$ cat src/rtl/phyport_pkg.sv
package phyport_pkg;

   typedef enum logic [3:0] {
      ST_IDLE,
      ST_PRE,
      ST_SEL,
      ST_ADDR,
      ST_DATA,
      ST_EN,
      ST_GO,
      ST_STRB,
      ST_POLL,
      ST_PCLK
   } phyport_state_e;

endpackage

$ cat src/rtl/phyport_clk_burst.sv
// Produces a train of n_pulses port clock pulses, each PHASE_CYCLES high
// followed by PHASE_CYCLES low; 'last' marks the final low-phase cycle.
module phyport_clk_burst #(
   parameter int PHASE_CYCLES = 2,
   parameter int MAX_PULSES   = 100,
   localparam int NW          = $clog2(MAX_PULSES + 1)
) (
   input  logic          clk,
   input  logic          rst,
   input  logic          start,
   input  logic [NW-1:0] n_pulses,
   output logic          pclk,
   output logic          last
);

   logic          active_q;
   logic          pclk_q;
   logic [NW-1:0] left_q;
   logic          phase_end;

   if (PHASE_CYCLES < 1) begin : g_bad_phase
      $error("phyport_clk_burst: PHASE_CYCLES must be at least 1");
   end
   if (MAX_PULSES < 1) begin : g_bad_pulses
      $error("phyport_clk_burst: MAX_PULSES must be at least 1");
   end

   if (PHASE_CYCLES == 1) begin : g_single
      assign phase_end = 1'b1;
   end else begin : g_multi
      localparam int CW = $clog2(PHASE_CYCLES);
      logic [CW-1:0] ph_q;
      assign phase_end = (ph_q == CW'(PHASE_CYCLES - 1));
      always_ff @(posedge clk) begin
         if (rst || !active_q || phase_end) ph_q <= '0;
         else                               ph_q <= ph_q + 1'b1;
      end
   end

   always_ff @(posedge clk) begin
      if (rst) begin
         active_q <= 1'b0;
         pclk_q   <= 1'b0;
         left_q   <= '0;
      end else if (!active_q) begin
         if (start) begin
            active_q <= 1'b1;
            pclk_q   <= 1'b1;
            left_q   <= n_pulses - 1'b1;
         end
      end else if (phase_end) begin
         if (pclk_q) begin
            pclk_q <= 1'b0;
         end else if (left_q == '0) begin
            active_q <= 1'b0;
         end else begin
            left_q <= left_q - 1'b1;
            pclk_q <= 1'b1;
         end
      end
   end

   assign pclk = pclk_q;
   assign last = active_q && !pclk_q && phase_end && (left_q == '0);

endmodule

$ cat src/rtl/phyport_poll_ctr.sv
// Counts acknowledge samples that missed; 'expired' flags the last allowed one.
module phyport_poll_ctr #(
   parameter int MAX_POLLS = 100000,
   localparam int CW       = $clog2(MAX_POLLS)
) (
   input  logic clk,
   input  logic rst,
   input  logic clr,
   input  logic miss,
   output logic expired
);

   logic [CW-1:0] cnt_q;

   if (MAX_POLLS < 2) begin : g_bad_polls
      $error("phyport_poll_ctr: MAX_POLLS must be at least 2");
   end

   always_ff @(posedge clk) begin
      if (rst || clr) cnt_q <= '0;
      else if (miss)  cnt_q <= cnt_q + 1'b1;
   end

   assign expired = (cnt_q == CW'(MAX_POLLS - 1));

endmodule

$ cat src/rtl/phyport_master.sv
module phyport_master
   import phyport_pkg::*;
#(
   parameter int ADDR_W       = 16,
   parameter int DATA_W       = 16,
   parameter int PORT_W       = 32,
   parameter int PRE_PULSES   = 100,
   parameter int PHASE_CYCLES = 2,
   parameter int MAX_POLLS    = 100000
) (
   input  logic              clk,
   input  logic              rst,
   input  logic              req_valid,
   input  logic              req_write,
   input  logic [ADDR_W-1:0] req_addr,
   input  logic [DATA_W-1:0] req_wdata,
   output logic              busy,
   output logic              rsp_done,
   output logic              rsp_timeout,
   output logic [DATA_W-1:0] rsp_rdata,
   output logic              phy_clk,
   output logic              phy_sel,
   output logic [ADDR_W-1:0] phy_addr,
   output logic [DATA_W-1:0] phy_wdata,
   output logic              phy_rd_en,
   output logic              phy_wr_en,
   input  logic              phy_ack,
   input  logic [PORT_W-1:0] phy_rdword
);

   localparam int NW = $clog2(PRE_PULSES + 1);

   if (PORT_W < 2 * DATA_W) begin : g_bad_port
      $error("phyport_master: PORT_W must hold the data field in its upper half");
   end

   phyport_state_e    st_q;
   logic              cmd_wr_q;
   logic [ADDR_W-1:0] cmd_addr_q;
   logic [DATA_W-1:0] cmd_wdata_q;
   logic              sel_q, rd_q, wr_q, done_q, tmo_q;
   logic [ADDR_W-1:0] addr_q;
   logic [DATA_W-1:0] wdata_q, rdata_q;

   logic              accept;
   logic              bst_start, bst_last;
   logic [NW-1:0]     bst_n;
   logic              poll_miss, poll_expired;

   assign accept    = (st_q == ST_IDLE) && req_valid;
   assign poll_miss = (st_q == ST_POLL) && !phy_ack && !poll_expired;
   assign bst_start = accept || (st_q == ST_GO) || poll_miss;
   assign bst_n     = (st_q == ST_IDLE) ? NW'(PRE_PULSES) : NW'(1);

   phyport_clk_burst #(
      .PHASE_CYCLES (PHASE_CYCLES),
      .MAX_PULSES   (PRE_PULSES)
   ) u_burst (
      .clk      (clk),
      .rst      (rst),
      .start    (bst_start),
      .n_pulses (bst_n),
      .pclk     (phy_clk),
      .last     (bst_last)
   );

   phyport_poll_ctr #(
      .MAX_POLLS (MAX_POLLS)
   ) u_poll (
      .clk     (clk),
      .rst     (rst),
      .clr     (accept),
      .miss    (poll_miss),
      .expired (poll_expired)
   );

   always_ff @(posedge clk) begin
      if (rst) begin
         st_q        <= ST_IDLE;
         cmd_wr_q    <= 1'b0;
         cmd_addr_q  <= '0;
         cmd_wdata_q <= '0;
         sel_q       <= 1'b0;
         rd_q        <= 1'b0;
         wr_q        <= 1'b0;
         done_q      <= 1'b0;
         tmo_q       <= 1'b0;
         addr_q      <= '0;
         wdata_q     <= '0;
         rdata_q     <= '0;
      end else begin
         done_q <= 1'b0;
         tmo_q  <= 1'b0;
         unique case (st_q)
            ST_IDLE: if (req_valid) begin
               cmd_wr_q    <= req_write;
               cmd_addr_q  <= req_addr;
               cmd_wdata_q <= req_wdata;
               st_q        <= ST_PRE;
            end
            ST_PRE:  if (bst_last) st_q <= ST_SEL;
            ST_SEL: begin
               sel_q <= 1'b1;
               st_q  <= ST_ADDR;
            end
            ST_ADDR: begin
               addr_q <= cmd_addr_q;
               st_q   <= cmd_wr_q ? ST_DATA : ST_EN;
            end
            ST_DATA: begin
               wdata_q <= cmd_wdata_q;
               st_q    <= ST_EN;
            end
            ST_EN: begin
               wr_q <= cmd_wr_q;
               rd_q <= !cmd_wr_q;
               st_q <= ST_GO;
            end
            ST_GO:   st_q <= ST_STRB;
            ST_STRB: if (bst_last) begin
               rd_q <= 1'b0;
               wr_q <= 1'b0;
               st_q <= ST_POLL;
            end
            ST_POLL: if (phy_ack) begin
               if (!cmd_wr_q) rdata_q <= phy_rdword[PORT_W-1 -: DATA_W];
               done_q <= 1'b1;
               sel_q  <= 1'b0;
               st_q   <= ST_IDLE;
            end else if (poll_expired) begin
               tmo_q <= 1'b1;
               sel_q <= 1'b0;
               st_q  <= ST_IDLE;
            end else begin
               st_q <= ST_PCLK;
            end
            ST_PCLK: if (bst_last) st_q <= ST_POLL;
            default: st_q <= ST_IDLE;
         endcase
      end
   end

   assign busy        = (st_q != ST_IDLE);
   assign rsp_done    = done_q;
   assign rsp_timeout = tmo_q;
   assign rsp_rdata   = rdata_q;
   assign phy_sel     = sel_q;
   assign phy_addr    = addr_q;
   assign phy_wdata   = wdata_q;
   assign phy_rd_en   = rd_q;
   assign phy_wr_en   = wr_q;

endmodule

$ cat config.mk
export PLATFORM = sky130hd
export DESIGN_NAME = phyport_master
export DESIGN_NICKNAME = d
export VERILOG_FILES = /design/src/rtl/phyport_pkg.sv /design/src/rtl/phyport_clk_burst.sv /design/src/rtl/phyport_poll_ctr.sv /design/src/rtl/phyport_master.sv
export SDC_FILE = /design/constraint.sdc
export NUM_CORES = 1
export LEC_CHECK = 0
export BUFFER_PORTS_ARGS = -buffer_cell sky130_fd_sc_hd__buf_2
export CAP_MARGIN = 30
export CORE_MARGIN = 2
export CORE_UTILIZATION = 35
export DETAILED_ROUTE_END_ITERATION = 7
export PLACE_DENSITY = 0.64
export REMOVE_ABC_BUFFERS = 1
export SLEW_MARGIN = 0
export SYNTH_ARGS = -nofsm -noshare
export SYNTH_HDL_FRONTEND = slang
export SYNTH_SLANG_ARGS = --single-unit
$ cat constraint.sdc
create_clock -name clk -period 3.7 [get_ports clk]
set_clock_uncertainty 0.15 [all_clocks]
set_input_delay 0.185 -clock clk [delete_from_list [all_inputs] [get_ports clk]]
set_output_delay 0.185 -clock clk [all_outputs]
set_load 0.01 [all_outputs]
# Word level (Yosys, flattened, before mapping)
# Index checks and enable logic that the tools add are counted.
# Widths: inputs -> output; s select.
# word_totals
ff_bits,117
latchBits,0
ram_bits,0
romBits,0
input_bits,69
out_inout_bits,55
word_cells,103
memories,0
# op_classes
n_addsub,4
mul,0
div,0
n_lt_le_gt_ge,0
eq_ne,18
shifts,0
n_mux,30
n_bitwise,2
n_reduce_logical,32
# op_table
op,n
$mux 7,6
$pmux 4 s9,1
$mux 4,5
$add 17x1->17 const B,1
$eq 17x17->1 const B,1
$eq 4x3->1 const B,4
$mux 1,15
$sub 7x1->7 const B,2
$ne 2x2->1 const B,6
$eq 4x2->1 const B,2
$eq 4x4->1 const B,2
$reduce_and 2->1,4
$logic_not 7->1,1
$logic_and 1x1->1,6
$pmux 1 s2,3
$reduce_and 3->1,2
$reduce_bool 2->1,3
$logic_not 1->1,5
$logic_or 1x1->1,5
$eq 4x1->1 const B,1
$logic_not 4->1,1
$reduce_and 4->1,1
$reduce_bool 4->1,1
$reduce_or 2->1,2
other kinds (5),6

# Longest topological paths before layout
# depth
depth_word,6
depth_mapped,10
depth_no_buf,9

# Modules after synthesis
# From an unflattened synthesis, not the netlist that was laid out.
# unflattened
hier_cells,626
area_unflattened_um2,5233.8
# modules_own_cells
module,instances,cells_per_inst,area_per_inst_um2,seq_area_each_um2
phyport_master,1,440,3663.5,1801.7
phyport_poll_ctr,1,98,873.3,340.3
phyport_clk_burst,1,88,696.9,200.2

# Worst setup path after synthesis
# Ideal clock, no wire load.
# synth_timing
kind,register to register
startpoint,reg st_q[3]
endpoint,reg u_burst.left_q[6]
arrival_time_ns,2.003
path_slack_ns,1.476
path_stages_with_launch,11
n_path_buf,1
period_less_slack_ns,2.224
cell_sequence,dfxtp_1 -> buf_4 -> nor4_2 -> inv_1 -> mux2i_1 -> ha_1 -> inv_1 -> nor2_1 -> xnor2_1 -> a221o_1 -> mux2i_1
# synth_between
elab_chain_cells,6
word_cells_on_any_way,14
cone_classes,1 x add/sub; 2 x eq/ne; 3 x mux; 8 x reduce/logical
# synth_lines
element,line_no,source
"start, declared",phyport_master.sv:37,phyport_state_e st_q;
"start signal, assigned",phyport_master.sv:108,st_q <= cmd_wr_q ? ST_DATA : ST_EN;
branches (longest 6 deep; another with $sub 7x1->7),--,
"end signal, assigned",phyport_clk_burst.sv:49,left_q <= n_pulses - 1'b1;
"end signal, assigned",phyport_clk_burst.sv:57,left_q <= left_q - 1'b1;
"end, declared",phyport_clk_burst.sv:18,logic [NW-1:0] left_q;
# Parallel ways; which one is timed is not known. The select of a mux whose other input is x is not followed.
# A chain may end at the register's enable or synchronous reset.

# Worst setup path in the final report
# layout_timing
startpoint,reg st_q[0]
endpoint,reg u_burst.left_q[6]
# The elaborated chain is that of the path after synthesis.

==> impl_metrics.csv <==
group,metric,value,unit
outcome,outcome,"finished, final reports clean",
synthesis,ys_types,59,
placement,dpl.hpwl,7520,um
drt,drt_iter0_drc,237,
min_path,hold_depth,2,
die,fp.coreArea,13200,sq um
clock_network,cts_setup_buffers,0,
timing,period_share,66.7,%
finish,drive_above_1_share,21.2,%
synthesis,synth_area_leaders,"dfxtp_1 49%, nand2_1 14%, a21oi_1 10%",
power,seq_power_share,43.0,%
min_path,worstHoldPathType,"in2reg",
worst_setup_path,worstSetupPathType,"reg2reg",
drt,via_count,4516,
synthesis,post-synth-top-area-cell,"dfxtp_1",
global_routing,grt_max_degree,55,
power,power,3.11,mW
worst_setup_path,cp_max_fo,16,
power,ir_drop,0.000387,V
placement,postPlaceCellArea,5380,sq um
drt,wire_per_inst,13.1,um
worst_setup_path,worstPathArrival,2.66,ns
finish,nets,803,
global_routing,antenna_found_initial,0,
clock_network,cts_tree,"yes",
drt,top_layer,"met4",
die,ios,124,
synthesis,synth_edf_count,0,
drt,wl_met3,747,um
timing,setup_ws,1.23,ns
power,power_density,482,nW/um^2
drt,drc,0,
worst_setup_path,cp-end-kind,"flip-flop",
finish,nFillCells,1289,
timing,slew_viol_final,0,
worst_setup_path,start_kind,"flip-flop",
synthesis,yosys_register_bits,117,
min_path,holdCritStartpoint,"rst",
worst_setup_path,rr_worst_depth,9,
power,pwr-share-clk,48.8,%
drt,wl_met1,5180,um
finish,mostFrequentLayoutCell,"nand2_1",
synthesis,yosysTopAreaCellShare,49.4,%
drt,drtPass1Iterations,5,
global_routing,grt_pass1_vias,4217,
global_routing,grt.total_usage,16.8,%
worst_setup_path,critical_path_required,3.89,ns
synthesis,syn_inst,585,
timing,setup_viol,0,
worst_setup_path,cp-startpoint,"st_q[0]",
clock_network,clock_tree.root_cell,"clkbuf_16",
synthesis,avgSynthCellArea,8.10,sq um
die,rows,42,
drt,ant_nets,0,
flow_run,cap_violations,0,
power,pwr-share-comb,8.2,%
clock_network,clkSinkCount,117,
drt,viasPerCell,4.90,
clock_network,numCtsBuffers,17,
synthesis,ys_seq_area_share,49.4,%
clock_network,holdBufCountCts,51,
worst_setup_path,r2r-start,"st_q[0]",
placement,pre_cts_ws,1.23,ns
timing,tightest_slew,0.815,ns
worst_setup_path,reg2reg_to,"u_burst.left_q[6]",
clock_network,clkTransAtPathRegs,0.05,ns
die,fp.dieW,120,um
power,p_sw,717,uW
clock_network,insertion_delay,0.41,ns
timing,tns,0,ns
finish,syn2layout_area_growth,35.9,%
power,netSwitchingFraction,23.1,%
timing,slew_headroom,45.7,%
die,die_area,14500,sq um
synthesis,syn_area,4740,sq um
finish,mostFrequentLayoutCells,"181 x nand2_1, 117 x dfxtp_1, 107 x buf_2",
placement,gp_congestion,0.874,
synthesis,synthArstFlopShare,0,%
power,p_int,2.39,mW
timing,hold_violations,0,
timing,period_minus_slack,2.47,ns
die,initial_core_util,35.8,%
finish,diodes,0,
timing,rsz0062_at_grt,"false",
synthesis,yosysWarnings,0,
power,leakage,2.59,nW
global_routing,grt_remaining_overflow,0,
timing,hold-worst-slack,0.234,ns
timing,fmax,0.405,GHz
worst_setup_path,r2r_slack,1.23,ns
clock_network,cts-resized-gates,0,
clock_network,cts.path.max_buffers,2,
drt,totalWireLength,12100,um
drt,wl_met2,5890,um
min_path,min_to,"cmd_wdata_q[1]",
clock_network,htree_num_levels,4,
die,die_h,120,um
placement,io_buffer_count,107,
synthesis,synthFlopType,"dfxtp_1",
finish,postLayoutCellArea,6440,sq um
global_routing,grt_pass1_wl,19700,um
-- critical path, stage by stage (launching register included) --
cell     delay (ns)
dfxtp_1        0.50
nor4_2         0.42
inv_1          0.16
mux2i_1        0.18
ha_1           0.21
inv_1          0.10
nor2_1         0.14
xnor2_1        0.07
a221o_1        0.34
mux2i_1        0.12
-- logic make-up (layout without fill, tap and decap cells) --
group / count (synthesis) / after routing / synth area share, %
mux: 3 / 3 / 0.633
compound gates: 137 / 137 / 16.7
xor+xnor: 10 / 10 / 1.85
buf+inv: 43 / 203 / 3.93
simple gates: 273 / 273 / 26.9
flops: 117 / 117 / 49.4
fa+ha+maj: 2 / 2 / 0.528
-- per-stage QoR --
| step | utilization (%) | instances |
|---|---|---|
| 2_1_floorplan | - | 550 |
| 3_3_place_gp | 40.6 | 838 |
| 3_5_place_dp | 40.6 | 838 |
| 4_1_cts | 48.6 | 921 |
| 5_1_grt | 48.6 | 921 |
| 6_report | 48.6 | 921 |
-- cell usage after synthesis, types with 5 or more instances --
master    number
nand3_1        6
and3_1         7
inv_1          7
xor2_1         7
nor2_1        26
nand4_1        6
o21ai_0       13
nor3_1         5
dfxtp_1      117
and2_1         6
a21oi_1       99
or3_1          8
buf_2          8
clkbuf_1      24
nand2_1      181
-- cell type report --
class	instances	area, sq um	area share, %
clock inverters	10	80.1	1.24
inverters	8	30.0	0.466
multi-input cells	425	2210	34.3
repair buffers	163	1080	16.8
flip-flops and latches	117	2340	36.4
well taps	176	220	3.42
clock buffers	22	474	7.36
-- worst max-delay path by stage --
stage	end
floorplan	u_burst.left_q[6]
global placement	u_burst.left_q[6]
detailed placement	u_burst.left_q[6]
CTS	u_burst.left_q[6]
global route	u_burst.left_q[6]
finish	u_burst.left_q[6]
-- power groups by stage --
stage               registers, mW  clock network, mW  logic, mW
floorplan                    1.35                  0      0.132
global placement             1.36                  0      0.212
detailed placement           1.36                  0      0.215
CTS                          1.33               1.55      0.256
global route                 1.34               1.61      0.284
finish                       1.33               1.51      0.256
-- sequential cells by signal (all words and copies together), names as in the netlist, 4 cells and up --
name            flops
cmd_wdata_q        16
rsp_rdata          16
phy_wdata          16
u_burst.left_q      7
st_q                4
phy_addr           16
cmd_addr_q         16
u_poll.cnt_q       17
-- routing by layer --
layer	global-route usage, %	vias up
met5	0	-
met4	6.76	0
li1	-	2281
met2	27.3	134
met3	5.71	22
met1	20.3	2079
No activity file was read; power rests on OpenSTA's default activity.
